### src/rtl/rpn_pkg.sv
package rpn_pkg;
  typedef enum logic [1:0] {
    TK_NUM = 2'b00,
    TK_OPR = 2'b01,
    TK_END = 2'b10,
    TK_NOP = 2'b11
  } tok_kind_e;

  typedef enum logic [1:0] {
    OP_ADD  = 2'b00,
    OP_SUB  = 2'b01,
    OP_MULA = 2'b10,
    OP_MULB = 2'b11
  } op_code_e;
endpackage

### src/rtl/rpn_alu.sv
module rpn_alu #(
  parameter int W = 16
) (
  input  logic [1:0]   op,
  input  logic [W-1:0] lhs,
  input  logic [W-1:0] rhs,
  output logic [W-1:0] res
);
  import rpn_pkg::*;
  localparam int PW = 2 * W;

  logic [PW-1:0] prod;
  assign prod = {{W{1'b0}}, lhs} * {{W{1'b0}}, rhs};

  always_comb begin
    unique case (op_code_e'(op))
      OP_ADD:  res = lhs + rhs;
      OP_SUB:  res = lhs - rhs;
      default: res = prod[W-1:0];
    endcase
  end
endmodule

### src/rtl/rpn_stack.sv
module rpn_stack #(
  parameter int W     = 16,
  parameter int DEPTH = 8
) (
  input  logic            clk,
  input  logic            rst,
  input  logic            push,
  input  logic            fold,
  input  logic            clr,
  input  logic [W-1:0]    push_data,
  input  logic [W-1:0]    fold_data,
  output logic [W-1:0]    top,
  output logic [W-1:0]    below,
  output logic [$clog2(DEPTH+1)-1:0] count,
  output logic            full,
  output logic            empty
);
  localparam int CW = $clog2(DEPTH + 1);
  localparam int IW = (DEPTH > 1) ? $clog2(DEPTH) : 1;

  logic [W-1:0]  mem [DEPTH];
  logic [CW-1:0] cnt;
  logic [CW-1:0] top_i, below_i;
  logic          wr_en;
  logic [IW-1:0] wr_addr;
  logic [W-1:0]  wr_data;

  assign top_i   = cnt - CW'(1);
  assign below_i = cnt - CW'(2);
  assign top     = mem[top_i[IW-1:0]];
  assign below   = mem[below_i[IW-1:0]];

  // single write port: a push writes above the top, a fold overwrites the left operand slot
  assign wr_en   = push | fold;
  assign wr_addr = push ? cnt[IW-1:0] : below_i[IW-1:0];
  assign wr_data = push ? push_data : fold_data;

  always_ff @(posedge clk) begin
    if (wr_en) mem[wr_addr] <= wr_data;
  end

  always_ff @(posedge clk) begin
    if (rst)       cnt <= '0;
    else if (clr)  cnt <= '0;
    else if (push) cnt <= cnt + CW'(1);
    else if (fold) cnt <= cnt - CW'(1);
  end

  assign count = cnt;
  assign full  = (cnt == CW'(DEPTH));
  assign empty = (cnt == '0);

  p_no_overflow_r3: assert property (@(posedge clk) disable iff (rst) push |-> !full);
  p_fold_needs_two_r6: assert property (@(posedge clk) disable iff (rst) fold |-> cnt >= CW'(2));
  p_push_grows_r2: assert property (@(posedge clk) disable iff (rst)
    (push && !clr) |=> cnt == $past(cnt) + CW'(1));
  p_fold_shrinks_r4: assert property (@(posedge clk) disable iff (rst)
    (fold && !clr) |=> cnt == $past(cnt) - CW'(1));
  p_one_cmd_r4: assert property (@(posedge clk) disable iff (rst)
    $onehot0({push, fold, clr}));
endmodule

### src/rtl/rpn_ctrl.sv
module rpn_ctrl #(
  parameter int W     = 16,
  parameter int DEPTH = 8
) (
  input  logic            clk,
  input  logic            rst,
  input  logic            tok_valid,
  input  logic [1:0]      tok_kind,
  output logic            tok_ready,
  input  logic [$clog2(DEPTH+1)-1:0] count,
  input  logic            full,
  input  logic [W-1:0]    top,
  output logic            push,
  output logic            fold,
  output logic            clr,
  output logic            res_valid,
  output logic [W-1:0]    res_data,
  output logic            err_underflow,
  output logic            err_overflow,
  output logic            err_depth
);
  import rpn_pkg::*;
  localparam int CW = $clog2(DEPTH + 1);

  logic blocked, take, is_num, is_opr, is_end, ovf, unf, single;

  assign tok_ready = !blocked;
  assign take      = tok_valid && !blocked;
  assign is_num    = take && (tok_kind_e'(tok_kind) == TK_NUM);
  assign is_opr    = take && (tok_kind_e'(tok_kind) == TK_OPR);
  assign is_end    = take && (tok_kind_e'(tok_kind) == TK_END);
  assign single    = (count == CW'(1));

  assign ovf  = is_num && full;
  assign unf  = is_opr && (count < CW'(2));
  assign push = is_num && !full;
  assign fold = is_opr && !unf;
  assign clr  = is_end;

  always_ff @(posedge clk) begin
    if (rst) begin
      blocked       <= 1'b0;
      err_overflow  <= 1'b0;
      err_underflow <= 1'b0;
      err_depth     <= 1'b0;
      res_valid     <= 1'b0;
      res_data      <= '0;
    end else begin
      blocked       <= blocked | ovf | unf;
      err_overflow  <= err_overflow | ovf;
      err_underflow <= err_underflow | unf;
      err_depth     <= is_end && !single;
      res_valid     <= is_end && single;
      if (is_end && single) res_data <= top;
    end
  end

  p_stall_sticky_r3: assert property (@(posedge clk) disable iff (rst) !tok_ready |=> !tok_ready);
  p_underflow_stalls_r6: assert property (@(posedge clk) disable iff (rst) err_underflow |-> !tok_ready);
  p_overflow_stalls_r3: assert property (@(posedge clk) disable iff (rst) err_overflow |-> !tok_ready);
  p_result_pulse_r7: assert property (@(posedge clk) disable iff (rst) res_valid |=> !res_valid);
  p_result_xor_depth_r8: assert property (@(posedge clk) disable iff (rst) !(res_valid && err_depth));
endmodule

### src/rtl/rpn_eval.sv
module rpn_eval #(
  parameter int W     = 16,
  parameter int DEPTH = 8
) (
  input  logic         clk,
  input  logic         rst,
  input  logic         tok_valid,
  output logic         tok_ready,
  input  logic [1:0]   tok_kind,
  input  logic [W-1:0] tok_val,
  output logic         res_valid,
  output logic [W-1:0] res_data,
  output logic         err_underflow,
  output logic         err_overflow,
  output logic         err_depth,
  output logic         stk_full,
  output logic         stk_empty
);
  localparam int CW = $clog2(DEPTH + 1);

  logic          push, fold, clr;
  logic [W-1:0]  top, below, alu_res;
  logic [CW-1:0] count;

  rpn_stack #(.W(W), .DEPTH(DEPTH)) u_stack (
    .clk(clk), .rst(rst), .push(push), .fold(fold), .clr(clr),
    .push_data(tok_val), .fold_data(alu_res),
    .top(top), .below(below), .count(count),
    .full(stk_full), .empty(stk_empty)
  );

  // left operand is the deeper entry
  rpn_alu #(.W(W)) u_alu (
    .op(tok_val[1:0]), .lhs(below), .rhs(top), .res(alu_res)
  );

  rpn_ctrl #(.W(W), .DEPTH(DEPTH)) u_ctrl (
    .clk(clk), .rst(rst), .tok_valid(tok_valid), .tok_kind(tok_kind),
    .tok_ready(tok_ready), .count(count), .full(stk_full), .top(top),
    .push(push), .fold(fold), .clr(clr),
    .res_valid(res_valid), .res_data(res_data),
    .err_underflow(err_underflow), .err_overflow(err_overflow),
    .err_depth(err_depth)
  );

  p_flags_apart_r9: assert property (@(posedge clk) disable iff (rst) !(stk_full && stk_empty));
endmodule

### config.mk
export PLATFORM = sky130hd
export DESIGN_NAME = rpn_eval
export DESIGN_NICKNAME = d
export VERILOG_FILES = /design/src/rtl/rpn_pkg.sv /design/src/rtl/rpn_alu.sv /design/src/rtl/rpn_stack.sv /design/src/rtl/rpn_ctrl.sv /design/src/rtl/rpn_eval.sv
export SDC_FILE = /design/constraint.sdc
export NUM_CORES = 1
export LEC_CHECK = 0
export CAP_MARGIN = 30
export CORE_MARGIN = 5
export CORE_UTILIZATION = 39
export DETAILED_ROUTE_END_ITERATION = 10
export DONT_BUFFER_PORTS = 1
export SLEW_MARGIN = 30
export SYNTH_ARGS = -nofsm -noshare
export SYNTH_HDL_FRONTEND = slang
export SYNTH_HIERARCHICAL = 1
export SYNTH_SLANG_ARGS = --single-unit
### constraint.sdc
create_clock -name clk -period 8 [get_ports clk]
set_clock_uncertainty 0.15 [all_clocks]
set_input_delay 0.4 -clock clk [delete_from_list [all_inputs] [get_ports clk]]
set_output_delay 0.4 -clock clk [all_outputs]
set_load 0.05 [all_outputs]
# Word-level counts from Yosys, hierarchy flattened
# Memory sizes are Yosys's and may differ from the RTL's.
# Index checks and enable logic that the tools add are counted.
[totals]
reg_bits = 25
ramBits = 128
input_bits = 21
out_inout_bits = 23
wordCells = 51
mem_count = 1
[classes]
add_sub_neg = 5
mul = 1
n_lt_le_gt_ge = 1
eq_ne = 5
mux = 7
bitwise_logic = 5
n_reduce_logical = 19
[memory_table]
columns = ["name", "words", "word_bits", "rd", "rd_clocked_by_memory_dff", "write_ports", "line_no", "rtl"]
rows = [
  ["u_stack.mem", 8, 16, 2, 0, 1, "rpn_stack.sv:21", "logic [W-1:0] mem [DEPTH];"],
]
[op_table]
columns = ["op", "n"]
rows = [
  ["$pmux W16 S2", 1],
  ["$add A16 B16 Y16", 1],
  ["$mul A16 B16 Y16", 1],
  ["$mux W16", 1],
  ["$sub A16 B16 Y16", 1],
  ["$logic_and A1 B1 Y1", 10],
  ["$mux W4", 2],
  ["$or A1 B1 Y1", 5],
  ["$add A4 B1 Y4 const B", 1],
  ["$eq A2 B1 Y1 const B", 2],
  ["$eq A4 B1 Y1 const B", 1],
  ["$eq A4 B4 Y1 const B", 1],
  ["$logic_not A1 Y1", 4],
  ["$logic_not A2 Y1", 2],
  ["$logic_not A4 Y1", 1],
  ["$lt A4 B2 Y1 const B", 1],
  ["$sub A4 B1 Y4 const B", 1],
  ["$mux W3", 1],
  ["$sub A3 B2 Y3 const B", 1],
  ["$eq A2 B2 Y1 const B", 1],
  ["$mux W1", 2],
  ["$reduce_bool A2 Y1", 1],
  ["$reduce_or A2 Y1", 1],
]

# Longest topological paths before layout
[logic_depth]
ltp_word = 9
ltp_mapped = 30
ltp_nobuf = 25

# Modules after synthesis
# Netlist, hierarchy kept.
[by_module_without_submodules]
columns = ["module", "instances", "cells_each", "area_per_inst_um2", "seq_area_each_um2"]
rows = [
  ["rpn_stack", 1, 314, 6528.8, 3923.8],
  ["rpn_alu", 1, 645, 5221.3, 0.0],
  ["rpn_ctrl", 1, 93, 952.2, 420.4],
]

# Worst setup path before layout
# Ideal clock, no wire load.
[synth_timing]
kind = "reg-to-reg"
start = "register u_stack.cnt[1], in the netlist u_stack/count[1]"
end = "memory u_stack.mem[0][14] (data pin)"
setup_time_ns = 0.274
arrival_ns = 7.544
required_ns = 7.576
path_slack_ns = 0.032
stages_incl_launch_ff = 30
path_buffers = 5
synth_period_minus_slack_ns = 7.968
path_cell_list = "dfxtp_1 buf_2 buf_2 inv_1 ha_1 buf_2 clkbuf_1 mux4_1 mux2_2 clkbuf_1 and2_1 fa_1 inv_1 fa_1 fa_1 fa_1 inv_1 fa_1 inv_1 fa_1 inv_1 ha_1 nand2_1 nor3_1 a211oi_1 o21ai_1 or4_1 a21boi_0 o21ai_0 mux2_2"
[synth_via]
elab_chain_cells = 5
word_cells_on_any_way = 11
cone_classes = "add/sub: 4; mul: 1; eq/ne: 1; mux: 2; reduce/logical: 2; memory: 1"
[synth_lines]
columns = ["item", "line_no", "rtl"]
rows = [
  ["start, declared", "rpn_stack.sv:22", "logic [CW-1:0] cnt;"],
  ["start signal, assigned", "rpn_stack.sv:45", "else if (push) cnt <= cnt + CW'(1);"],
  ["start signal, assigned", "rpn_stack.sv:46", "else if (fold) cnt <= cnt - CW'(1);"],
  ["$sub A4 B1 Y4 (*)", "n/a", ""],
  ["$mem_v2 Z8 W16 (*)", "n/a", ""],
  ["named net top[4]", "rpn_eval.sv:22", "logic [W-1:0] top, below, alu_res;"],
  ["$mul A16 B16 Y16, or another cell as far along", "rpn_alu.sv:13", "assign prod = {{W{1'b0}}, lhs} * {{W{1'b0}}, rhs};"],
  ["$pmux W16 S2 (*)", "rpn_alu.sv:16", "unique case (op_code_e'(op))"],
  ["named net alu_res[14]", "rpn_eval.sv:22", ""],
  ["$mux W16 (*)", "rpn_stack.sv:36", "assign wr_data = push ? push_data : fold_data;"],
  ["named net u_stack.wr_data[14]", "rpn_stack.sv:26", "logic [W-1:0] wr_data;"],
  ["end, declared", "rpn_stack.sv:21", ""],
]
# Mark *: on every way through the listed nets, which the timed path passes. The rest lies on a longest branch.

# Worst setup path after layout
[layout_timing]
start = "register u_stack.cnt[0], in the netlist u_stack/count[0]"
end = "memory u_stack.mem[1][14] (data pin)"
[layout_via]
elab_chain_cells = 5
word_cells_on_any_way = 11
cone_classes = "add/sub: 4; mul: 1; eq/ne: 1; mux: 2; reduce/logical: 2; memory: 1"
[layout_lines]
columns = ["item", "line_no", "rtl"]
rows = [
  ["$sub A3 B2 Y3 (*)", "rpn_stack.sv:29", "assign below_i = cnt - CW'(2);"],
  ["$mem_v2 Z8 W16 (*)", "n/a", ""],
  ["named net below[7]", "rpn_eval.sv:22", ""],
  ["$mul A16 B16 Y16, or another cell as far along", "rpn_alu.sv:13", ""],
  ["$pmux W16 S2 (*)", "rpn_alu.sv:16", ""],
  ["named net alu_res[14]", "rpn_eval.sv:22", ""],
  ["$mux W16 (*)", "rpn_stack.sv:36", ""],
  ["named net u_stack.wr_data[14]", "rpn_stack.sv:26", ""],
]
# Marks and branches as above.

==> flow_summary.toml <==
[clock_network]
cts_tree = "done"
cts_max_level = 4
root_buffer = "clkbuf_16"
cts.sinks = 153
insertion_delay_ns = 0.43
clk_pin_slew_ns = 0.07
cts_made_buffers = 17
clockBufferDepth = 2
post_cts_resize_count = 0

[sta]
hold_viol_final = 0
slew_viol_final = 0
worst_pin_slew_ns = 0.902
period_share_pct = 96.2
setup_violations = 0
slew_headroom_pct = 39.6
final.setup.tns_ns = 0
fin_hold_ws_ns = 0.0183
fmax_mhz = 130
rsz0062_at_grt = "no"
min_period_ns = 7.69

[worst_hold_path]
hp-class = "in -> reg"
hold_start = "rst"

[routing]
firstDrtPassIters = 6
avgRoutedWirePerCell_um = 21.7
wl_um = 32500
viasPerCell = 5.47
antenna_left = 0
drc_errors = 0
drt_iter0_drc = 599
vias = 8172

[worst_setup_path]
worstPathMaxFanout = 64
crit_start = "u_stack/count[0]"
cp.required_ns = 8.01
timing.rr.start = "u_stack/count[0]"
cp_data_arrival_time_ns = 7.70
critPathCaptureType = "flop"
criticalPathCategory = "reg -> reg"
cp-start-kind = "flop"

[run_status]
status = "complete, no violations"

[cells_and_area]
multi_input_area_mm2 = 0.00762
area_growth_pct = 8.95
final_nets = 1212
num-fill-cells = 3083
regArea_mm2 = 0.00435
drive_gt1_share_pct = 15.4

[global_route]
grt_max_degree = 65
grt_pass1_vias = 8449
grtUsageTotal_pct = 18.2
antenna_found_initial = 1
overflow = 0
grt_pass1_wl_um = 50400

[die]
dieHeight_um = 190
placementRows = 66
die_w_um = 190
core_mm2 = 0.0324
start_util_pct = 39.2
dieArea_mm2 = 0.0363
num_io_pins = 44

[synthesis]
synthSimpleGateAreaFrac_pct = 11.4
synth_cell_types = 70
netlist_area_mm2 = 0.0127
synthArstFlopShare_pct = 0
ys.flop_type = "edfxtp_1"
synth-compound-area-share_pct = 5.78
synth_commonest_cells = "128 x edfxtp_1, 122 x inv_1, 89 x nand2_1"
synth_edf_count = 128
yosys_warnings = 6
avgSynthCellArea_um2 = 12.1
synth_top_family_by_area = "adder cells"
syn_inst = 1052
muxShareOfSynthArea_pct = 18.5
synth_fp_nets = 1225
yosys-top-cells-area = "edfxtp_1 30%, fa_1 13%, ha_1 7.0%"
yosysMostFrequentCell = "edfxtp_1"
ys_seq_elements = 153
ys_seq_area_share_pct = 34.2
synthAdderAreaFrac_pct = 19.8
yosysTopAreaCell = "edfxtp_1"
synth_top_area_share_pct = 30.3
synth_xor_area_share_pct = 4.37

[power]
ir_drop_v = 0.000383
p_leak_uw = 0.00541
p_per_area_mw_per_mm2 = 373

[placed_design]
place_congestion = 0.875
numPortBuffers = 0
dp_hpwl_um = 23500

[flow_run]
maxCapViolCount = 0
layer usage:
metal | wire length, um | up-vias | global-route usage [%]
met2 | 16400 | 214 | 31.7
met4 | 456 | 2 | 3.87
met1 | 14100 | 4244 | 24.5
li1 | - | 3675 | -
met5 | 20 | - | 0
met3 | 1490 | 37 | 2.54
critical path: stages, from the launching register on:
cell and delay [ns]:
dfxtp_4 0.36, buf_12 0.35, mux4_1 0.60, mux2_2 0.39
and2_1 0.22, fa_1 0.54, inv_1 0.05, fa_1 0.46
fa_1 0.49, fa_1 0.49, inv_1 0.06, fa_1 0.52
inv_1 0.05, fa_1 0.52, inv_1 0.04, ha_1 0.35
nand2_1 0.11, nor3_1 0.05, a211oi_1 0.21, o21ai_1 0.17
or4_1 0.42, a21boi_0 0.21, o21ai_0 0.20, mux2_2 0.37
registers in the layout, indices dropped and copies added (netlist names):
register / count
u_ctrl/res_data: 16
u_ctrl/res_valid: 1
u_stack/count: 4
u_ctrl/err_depth: 1
u_ctrl/err_overflow: 1
u_ctrl/blocked: 1
u_stack/mem: 128
u_ctrl/err_underflow: 1
cell type report:
cell class              count  area share, %
clock inverters            14           1.48
multi-input cells         722           55.1
flip-flops and latches    153           31.4
clock buffers              18           3.10
repair buffers             23           1.61
inverters                 122           3.31
well taps                 442           4.00
diodes                      1         0.0181
power breakdown:
| group | switching [uW] | internal, uW |
|---|---|---|
| registers | 12.9 | 1220 |
| clock network | 359 | 507 |
| logic | 1840 | 1210 |
path summary, 6_finish.rpt:
check	end	slack [ns]	cells after the start
setup / recovery	u_stack/mem[1][14]	0.31	23
hold / removal	u_ctrl/res_data[8]	0.02	2
hold reg to reg	u_stack/count[3]	0.39	2
setup reg to reg	u_stack/mem[1][14]	0.31	23
through the flow:
step           setup slack, ns  instance area [um^2]  std cells  utilization (%)  total power [uW]
6_report                 0.308                 13800       1495             42.8              5160
3_3_place_gp             0.382                 13200       1458             40.6              4240
4_1_cts                  0.365                 13800       1494             42.7              5180
3_5_place_dp             0.382                 13200       1460             40.7              4290
2_1_floorplan           0.0319                 12700       1052                -              3470
5_1_grt                 0.0342                 13800       1494             42.7              5570
cell usage in the layout (no fill, tap or decap), types with 11 or more instances in the layout:
master | synthesis | layout
o21ai_0 | 17 | 17
and2_1 | 72 | 68
nor2_1 | 25 | 25
mux2i_1 | 21 | 21
xor2_1 | 23 | 23
fa_1 | 81 | 81
dfxtp_1 | 25 | 23
ha_1 | 71 | 71
mux4_1 | 29 | 29
a21oi_1 | 23 | 23
buf_4 | 1 | 16
clkbuf_16 | 0 | 17
nand2b_1 | 36 | 36
edfxtp_1 | 128 | 128
nand2_1 | 89 | 89
mux2_2 | 40 | 40
inv_1 | 122 | 122
mux4_2 | 35 | 35
a21o_1 | 11 | 11
xnor2_1 | 36 | 36
logic make-up (layout without fill, tap and decap cells):
logic type	after synthesis	count (layout)
XOR/XNOR	61	61
buffers and inverters	177	177
adder cells (fa/ha/maj)	152	152
other	0	1
flip-flops	153	153
multiplexers	134	134
AO/OA/AOI/OAI	108	108
AND/OR/NAND/NOR	267	267
what timing repair did:
item                                   4_1_cts  5_1_grt
hold buffers                                 2        0
endpoints found under the hold margin       17        0
buffers inserted                             0        0
(Power assumes the default switching activity.)
